$ cat config.mk
export PLATFORM = sky130hd
export DESIGN_NAME = pla_core
export DESIGN_NICKNAME = d
export VERILOG_FILES = /design/src/rtl/pla_cfg_pkg.sv /design/src/rtl/pla_fuse_bank.sv /design/src/rtl/pla_and_plane.sv /design/src/rtl/pla_or_plane.sv /design/src/rtl/pla_core.sv
export SDC_FILE = /design/constraint.sdc
export NUM_CORES = 1
export LEC_CHECK = 0
export ABC_AREA = 0
export BUFFER_PORTS_ARGS = -buffer_cell sky130_fd_sc_hd__buf_2
export CAP_MARGIN = 5
export CORE_MARGIN = 2
export CORE_UTILIZATION = 40
export DETAILED_ROUTE_END_ITERATION = 6
export PLACE_DENSITY_LB_ADDON = 0.3
export SETUP_SLACK_MARGIN = 0.2
export SLEW_MARGIN = 20
export SYNTH_ARGS = -nofsm -noshare
export SYNTH_HDL_FRONTEND = slang
export SYNTH_SLANG_ARGS = --single-unit
$ cat constraint.sdc
create_clock -name clk -period 2.7 [get_ports clk]
set_input_delay 0.54 -clock clk [delete_from_list [all_inputs] [get_ports clk]]
set_output_delay 0.54 -clock clk [all_outputs]
set_load 0.03 [all_outputs]
$ cat src/rtl/pla_cfg_pkg.sv
package pla_cfg_pkg;
  typedef enum logic [1:0] {
    LIT_OFF  = 2'b00,
    LIT_TRUE = 2'b01,
    LIT_COMP = 2'b10,
    LIT_BAD  = 2'b11
  } lit_e;
endpackage

$ cat src/rtl/pla_fuse_bank.sv
module pla_fuse_bank #(
  parameter int N_IN   = 3,
  parameter int N_TERM = 4,
  parameter int N_OUT  = 2,
  parameter int DW     = 6,
  parameter int AW     = 3
) (
  input  logic                               clk,
  input  logic                               rst_n,
  input  logic                               cfg_we,
  input  logic [AW-1:0]                      cfg_addr,
  input  logic [DW-1:0]                      cfg_data,
  output logic [N_TERM-1:0][2*N_IN-1:0]      and_fuse,
  output logic [N_OUT-1:0][N_TERM-1:0]       or_fuse,
  output logic [N_OUT-1:0]                   pol_fuse
);
  localparam int ROWS = N_TERM + N_OUT;
  localparam int LW   = 2 * N_IN;

  // AND rows at addresses 0..N_TERM-1
  for (genvar t = 0; t < N_TERM; t++) begin : g_and_row
    always_ff @(posedge clk or negedge rst_n) begin
      if (!rst_n)
        and_fuse[t] <= '0;
      else if (cfg_we && cfg_addr == AW'(t))
        and_fuse[t] <= cfg_data[LW-1:0];
    end

    // a write to an AND row is visible after the edge
    p_and_write_r2: assert property (@(posedge clk) disable iff (!rst_n)
      (cfg_we && cfg_addr == AW'(t)) |=> and_fuse[t] == $past(cfg_data[LW-1:0]));
  end

  // OR rows plus polarity fuse at addresses N_TERM..ROWS-1
  for (genvar o = 0; o < N_OUT; o++) begin : g_or_row
    always_ff @(posedge clk or negedge rst_n) begin
      if (!rst_n) begin
        or_fuse[o]  <= '0;
        pol_fuse[o] <= 1'b0;
      end else if (cfg_we && cfg_addr == AW'(N_TERM + o)) begin
        or_fuse[o]  <= cfg_data[N_TERM-1:0];
        pol_fuse[o] <= cfg_data[N_TERM];
      end
    end
  end

  // writes outside the map leave every row untouched
  p_unmapped_hold_r10: assert property (@(posedge clk) disable iff (!rst_n)
    (cfg_we && 32'(cfg_addr) >= ROWS) |=>
      ($stable(and_fuse) && $stable(or_fuse) && $stable(pol_fuse)));
endmodule

$ cat src/rtl/pla_and_plane.sv
module pla_and_plane
  import pla_cfg_pkg::*;
#(
  parameter int N_IN   = 3,
  parameter int N_TERM = 4
) (
  input  logic                          clk,
  input  logic                          rst_n,
  input  logic [N_TERM-1:0][2*N_IN-1:0] and_fuse,
  input  logic [N_IN-1:0]               pla_in,
  output logic [N_TERM-1:0]             term
);
  logic [N_TERM-1:0][N_IN-1:0] lit_pass;
  logic [N_TERM-1:0][N_IN-1:0] lit_used;
  logic [N_TERM-1:0][N_IN-1:0] lit_bad;

  for (genvar t = 0; t < N_TERM; t++) begin : g_term
    for (genvar i = 0; i < N_IN; i++) begin : g_lit
      lit_e code;
      assign code = lit_e'(and_fuse[t][2*i +: 2]);

      always_comb begin
        lit_used[t][i] = 1'b1;
        lit_bad[t][i]  = 1'b0;
        case (code)
          LIT_OFF:  begin lit_pass[t][i] = 1'b1; lit_used[t][i] = 1'b0; end
          LIT_TRUE: lit_pass[t][i] = pla_in[i];
          LIT_COMP: lit_pass[t][i] = ~pla_in[i];
          default:  begin lit_pass[t][i] = 1'b0; lit_bad[t][i] = 1'b1; end
        endcase
      end

      // a true literal blocks the term when its input is low
      p_true_lit_r3: assert property (@(posedge clk) disable iff (!rst_n)
        (and_fuse[t][2*i +: 2] == 2'b01 && !pla_in[i]) |-> !term[t]);
      // a complemented literal blocks the term when its input is high
      p_comp_lit_r3: assert property (@(posedge clk) disable iff (!rst_n)
        (and_fuse[t][2*i +: 2] == 2'b10 && pla_in[i]) |-> !term[t]);
    end

    // an empty row must not produce a constant-1 term
    assign term[t] = (&lit_pass[t]) & (|lit_used[t]);

    p_reserved_kill_r4: assert property (@(posedge clk) disable iff (!rst_n)
      (|lit_bad[t]) |-> !term[t]);
    p_empty_term_r5: assert property (@(posedge clk) disable iff (!rst_n)
      (and_fuse[t] == '0) |-> !term[t]);
  end
endmodule

$ cat src/rtl/pla_or_plane.sv
module pla_or_plane #(
  parameter int N_TERM = 4,
  parameter int N_OUT  = 2
) (
  input  logic                        clk,
  input  logic                        rst_n,
  input  logic [N_TERM-1:0]           term,
  input  logic [N_OUT-1:0][N_TERM-1:0] or_fuse,
  input  logic [N_OUT-1:0]            pol_fuse,
  input  logic                        cfg_busy,
  output logic [N_OUT-1:0]            pla_out
);
  logic [N_OUT-1:0] sop;

  for (genvar o = 0; o < N_OUT; o++) begin : g_out
    assign sop[o]     = |(term & or_fuse[o]);
    assign pla_out[o] = cfg_busy ? 1'b0 : (sop[o] ^ pol_fuse[o]);

    for (genvar t = 0; t < N_TERM; t++) begin : g_chk
      // any live selected term sets the sum, whichever output shares it
      p_term_drives_r6: assert property (@(posedge clk) disable iff (!rst_n)
        (term[t] && or_fuse[o][t] && !cfg_busy) |-> (pla_out[o] != pol_fuse[o]));
    end

    // with no live term the output equals its polarity fuse
    p_polarity_r7: assert property (@(posedge clk) disable iff (!rst_n)
      (!cfg_busy && (term & or_fuse[o]) == '0) |-> (pla_out[o] == pol_fuse[o]));
  end
endmodule

$ cat src/rtl/pla_core.sv
module pla_core #(
  parameter int N_IN   = 3,
  parameter int N_TERM = 4,
  parameter int N_OUT  = 2,
  localparam int ROWS  = N_TERM + N_OUT,
  localparam int AW    = (ROWS > 1) ? $clog2(ROWS) : 1,
  localparam int DW    = (2 * N_IN > N_TERM + 1) ? 2 * N_IN : N_TERM + 1
) (
  input  logic              clk,
  input  logic              rst_n,
  input  logic              cfg_we,
  input  logic [AW-1:0]     cfg_addr,
  input  logic [DW-1:0]     cfg_data,
  input  logic              cfg_busy,
  input  logic [N_IN-1:0]   pla_in,
  output logic [N_OUT-1:0]  pla_out
);
  logic [N_TERM-1:0][2*N_IN-1:0] and_fuse;
  logic [N_OUT-1:0][N_TERM-1:0]  or_fuse;
  logic [N_OUT-1:0]              pol_fuse;
  logic [N_TERM-1:0]             term;

  pla_fuse_bank #(
    .N_IN(N_IN), .N_TERM(N_TERM), .N_OUT(N_OUT), .DW(DW), .AW(AW)
  ) u_fuses (
    .clk(clk), .rst_n(rst_n), .cfg_we(cfg_we), .cfg_addr(cfg_addr),
    .cfg_data(cfg_data), .and_fuse(and_fuse), .or_fuse(or_fuse),
    .pol_fuse(pol_fuse)
  );

  pla_and_plane #(.N_IN(N_IN), .N_TERM(N_TERM)) u_and (
    .clk(clk), .rst_n(rst_n), .and_fuse(and_fuse), .pla_in(pla_in),
    .term(term)
  );

  pla_or_plane #(.N_TERM(N_TERM), .N_OUT(N_OUT)) u_or (
    .clk(clk), .rst_n(rst_n), .term(term), .or_fuse(or_fuse),
    .pol_fuse(pol_fuse), .cfg_busy(cfg_busy), .pla_out(pla_out)
  );

  // busy blanks every output
  p_busy_blank_r9: assert property (@(posedge clk) disable iff (!rst_n)
    cfg_busy |-> (pla_out == '0));
endmodule

==> run summary <==
==================================================================================================
Post-route setup TNS                                                                     -0.253 ns
Post-place setup slack                                                                   0.0972 ns
Family with the most delay on the worst path                                          simple AND/OR/NAND/NOR gates
Total wirelength of the detailed-routed design                                             3510 um
Arrival time at the worst endpoint                                                         2.29 ns
TritonCTS sink count                                                                            34
Primary flip-flop cell chosen by synthesis mapping                                         dfrtp_1
Power density of the placed cells                                                       728 mW/mm2
Total overflow reported by the global router                                                     0
Starting DRT DRC Count                                                                          68
Synthesized instance count                                                                     128
Die Outline Area                                                                       0.00463 mm2
Mapped Avg Cell Area                                                                      12.8 um2
Type of the setup path with the least slack                                           flop to output pin
WL per Instance                                                                            17.1 um
Post-layout net count                                                                          171
Detailed Place HPWL                                                                        2530 um
Effective utilization at floorplan                                                           41.3%
Clock Tree Root                                                                           clkbuf_8
Nature of the critical path endpoint                                                    output pin
Via count normalized by instance count                                                        5.36
Global routing usage on met1                                                                 21.8%
Count of synthesis-stage warnings from yosys                                                     0
Number of hold-slack violations in the final timing report                                       0
#FFs+latches synth                                                                              34
First-pass GRT wire length                                                                 5870 um
Synth area leader                                                                          dfrtp_1
Failing checks                                                                        setup timing
Synthesis-to-finish area growth                                                              19.8%
Design Power                                                                               1430 uW
Number of global-route vias before repair                                                     1149
Total buffers and inverters traversed by the critical path                                       2
Number of routed nets with antenna violations                                                    0
Number of flops mapped to enable cells by yosys                                                  0
Clock transition time at the flip-flop clock pins of the worst setup and hold paths        0.07 ns
Final worst slack                                                                        -0.130 ns
Maximum ir drop on the vdd rail                                                           0.233 mV
Hold Crit Class                                                                       input port to async pin
Largest net degree at the start of global routing                                               35
Count of max-cap constraint violations                                                           0
Via Count                                                                                     1098
Sequential area share after synthesis                                                        51.9%
Clock insertion delay at the later pin of the skew report                                  0.28 ns
Post-route worst hold slack                                                               0.316 ns
Max Buffers Root-to-Sink                                                                         2
Standard cell with the maximum stage delay on the critical path                              or4_4
Global Route met2 Usage                                                                      30.5%
Max-slew violations                                                                              0
Synthesized Nets                                                                               144
Synthesized area                                                                       0.00164 mm2
Final design area excluding fillers                                                    0.00196 mm2
Critical path launch point type                                                               flop
Unrepaired setup endpoints after global routing                                                yes
First drt pass iteration count                                                                   4
Ant. Diodes                                                                                      0
Last weighted congestion value of the routability-driven placer                              0.770
Final period utilization                                                                      105%
Std-Cell Rows                                                                                   23
Top-area cell type share of the netlist area                                                 51.9%
Count of unique library cells instantiated by Yosys                                             18
Clock period minus final worst setup slack                                                 2.83 ns
Status                                                                                finished with violations
Layer with the highest usage                                                                  met2
Final setup violation count                                                                      2
Floorplan die height                                                                       68.0 um
Data required time at the worst endpoint                                                   2.16 ns
Overall routing resource usage                                                               17.9%
Synth async-reset ratio                                                                       100%
Max H-tree Level                                                                                 2
Peak clock frequency supported by timing                                                 0.353 GHz
Width of the die                                                                           68.0 um
Num CTS Buffers                                                                                  5
Worst-case clock skew                                                                         0 ns
Core region area                                                                       0.00397 mm2
Port Buffer Count                                                                               17
Instance area at placement                                                             0.00178 mm2
TritonCTS clock tree                                                                          done
Antenna violations before repair                                                                 0
Leakage component of the power                                                         0.000861 uW
Drc violations                                                                                   0
Critical-path cell list                                                               or4_4 > o31ai_4 > buf_4 > nor2_2 > nor4_2 > mux2_2 > buf_6
Top cells by area, synth                                                              dfrtp_1, mux2_2, mux2i_1, nand2_1, nor3_1
Filler cell count                                                                              339
Met3 GRT Util                                                                                4.93%
Leading cell types by count after synthesis                                           dfrtp_1, mux2_2, mux2i_1
Number of placed I/O pins                                                                       18
Layout cell share with drive strength beyond 1                                               51.0%
Worst Path Max Fanout                                                                            2
Stage delay of the slowest cell on the critical path                                       0.55 ns
Worst slew pin tran                                                                       0.741 ns
Relative slew slack                                                                          50.6%
==================================================================================================
path summary, 6_finish.rpt:
path	slack, ns	endpoint	cells after the start	start
max reg2reg	1.71	u_fuses.and_fuse[19]$_DFFE_PN0P_	3	u_fuses.and_fuse[19]$_DFFE_PN0P_
max	-0.13	pla_out[0]	7	u_fuses.and_fuse[19]$_DFFE_PN0P_
min reg2reg	0.51	u_fuses.or_fuse[0]$_DFFE_PN0P_	1	u_fuses.or_fuse[0]$_DFFE_PN0P_
min	0.32	u_fuses.or_fuse[3]$_DFFE_PN0P_	1	rst_n
max in group asynchronous	1.91	u_fuses.and_fuse[13]$_DFFE_PN0P_	1	rst_n
min in group clk	0.51	u_fuses.or_fuse[0]$_DFFE_PN0P_	1	u_fuses.or_fuse[0]$_DFFE_PN0P_
logic make-up (layout without fill, tap and decap cells):
family,after synthesis,in the layout,share of synthesized area (%)
compound gates,1,1,0.763
buf+inv,4,31,0.916
flops,34,34,51.9
mux,48,48,32.1
simple gates,41,41,14.4
layout by cell type, fill, tap and decap left out, drive strengths merged:
| master | n |
|---|---|
| mux2 | 36 |
| nand4b | 1 |
| nor3b | 1 |
| nor2b | 3 |
| and3b | 1 |
| nand2 | 11 |
| clkbuf | 7 |
| nand3 | 3 |
| buf | 24 |
| nor3 | 10 |
| mux2i | 12 |
| nor2 | 5 |
| dfrtp | 34 |
| or4 | 4 |
| o31ai | 1 |
| nor4 | 2 |
power breakdown:
group | switching, uW | leakage (uW) | internal (uW)
combinational | 166 | 0.000414 | 213
clock | 164 | 0.0000383 | 177
sequential | 87.4 | 0.000408 | 623
stage by stage:
stage / instances / utilization [%]
after floorplan: 128 / -
after global placement: 192 / 44.8
after detailed placement: 192 / 44.8
after CTS: 201 / 48.3
after global routing: 205 / 49.4
final: 205 / 49.4
registers in the layout (all words and copies together) (netlist names):
| register | cells |
|---|---|
| u_fuses.and_fuse | 24 |
| u_fuses.or_fuse | 8 |
| u_fuses.pol_fuse | 2 |
per-layer routing:
layer | vias up | wire [um]
li1 | 520 | -
met1 | 546 | 1460
met2 | 26 | 1820
met3 | 6 | 150
met4 | 0 | 74
met5 | - | 0
what timing repair did:
action                                  in CTS  in global routing
pin swaps                                    4                  5
resized for setup                           11                  5
buffers inserted                             2                  4
endpoints found under the setup margin       2                  2
hold buffers                                 0                  0
cell type report:
type	count	area (um2)	area share (%)
multi-input combinational	90	823	41.9
tap	50	62.6	3.19
sequential	34	851	43.3
timing repair buffer	24	150	7.65
clock buffer	7	76.3	3.89
Power figures use the tool's default switching activity.
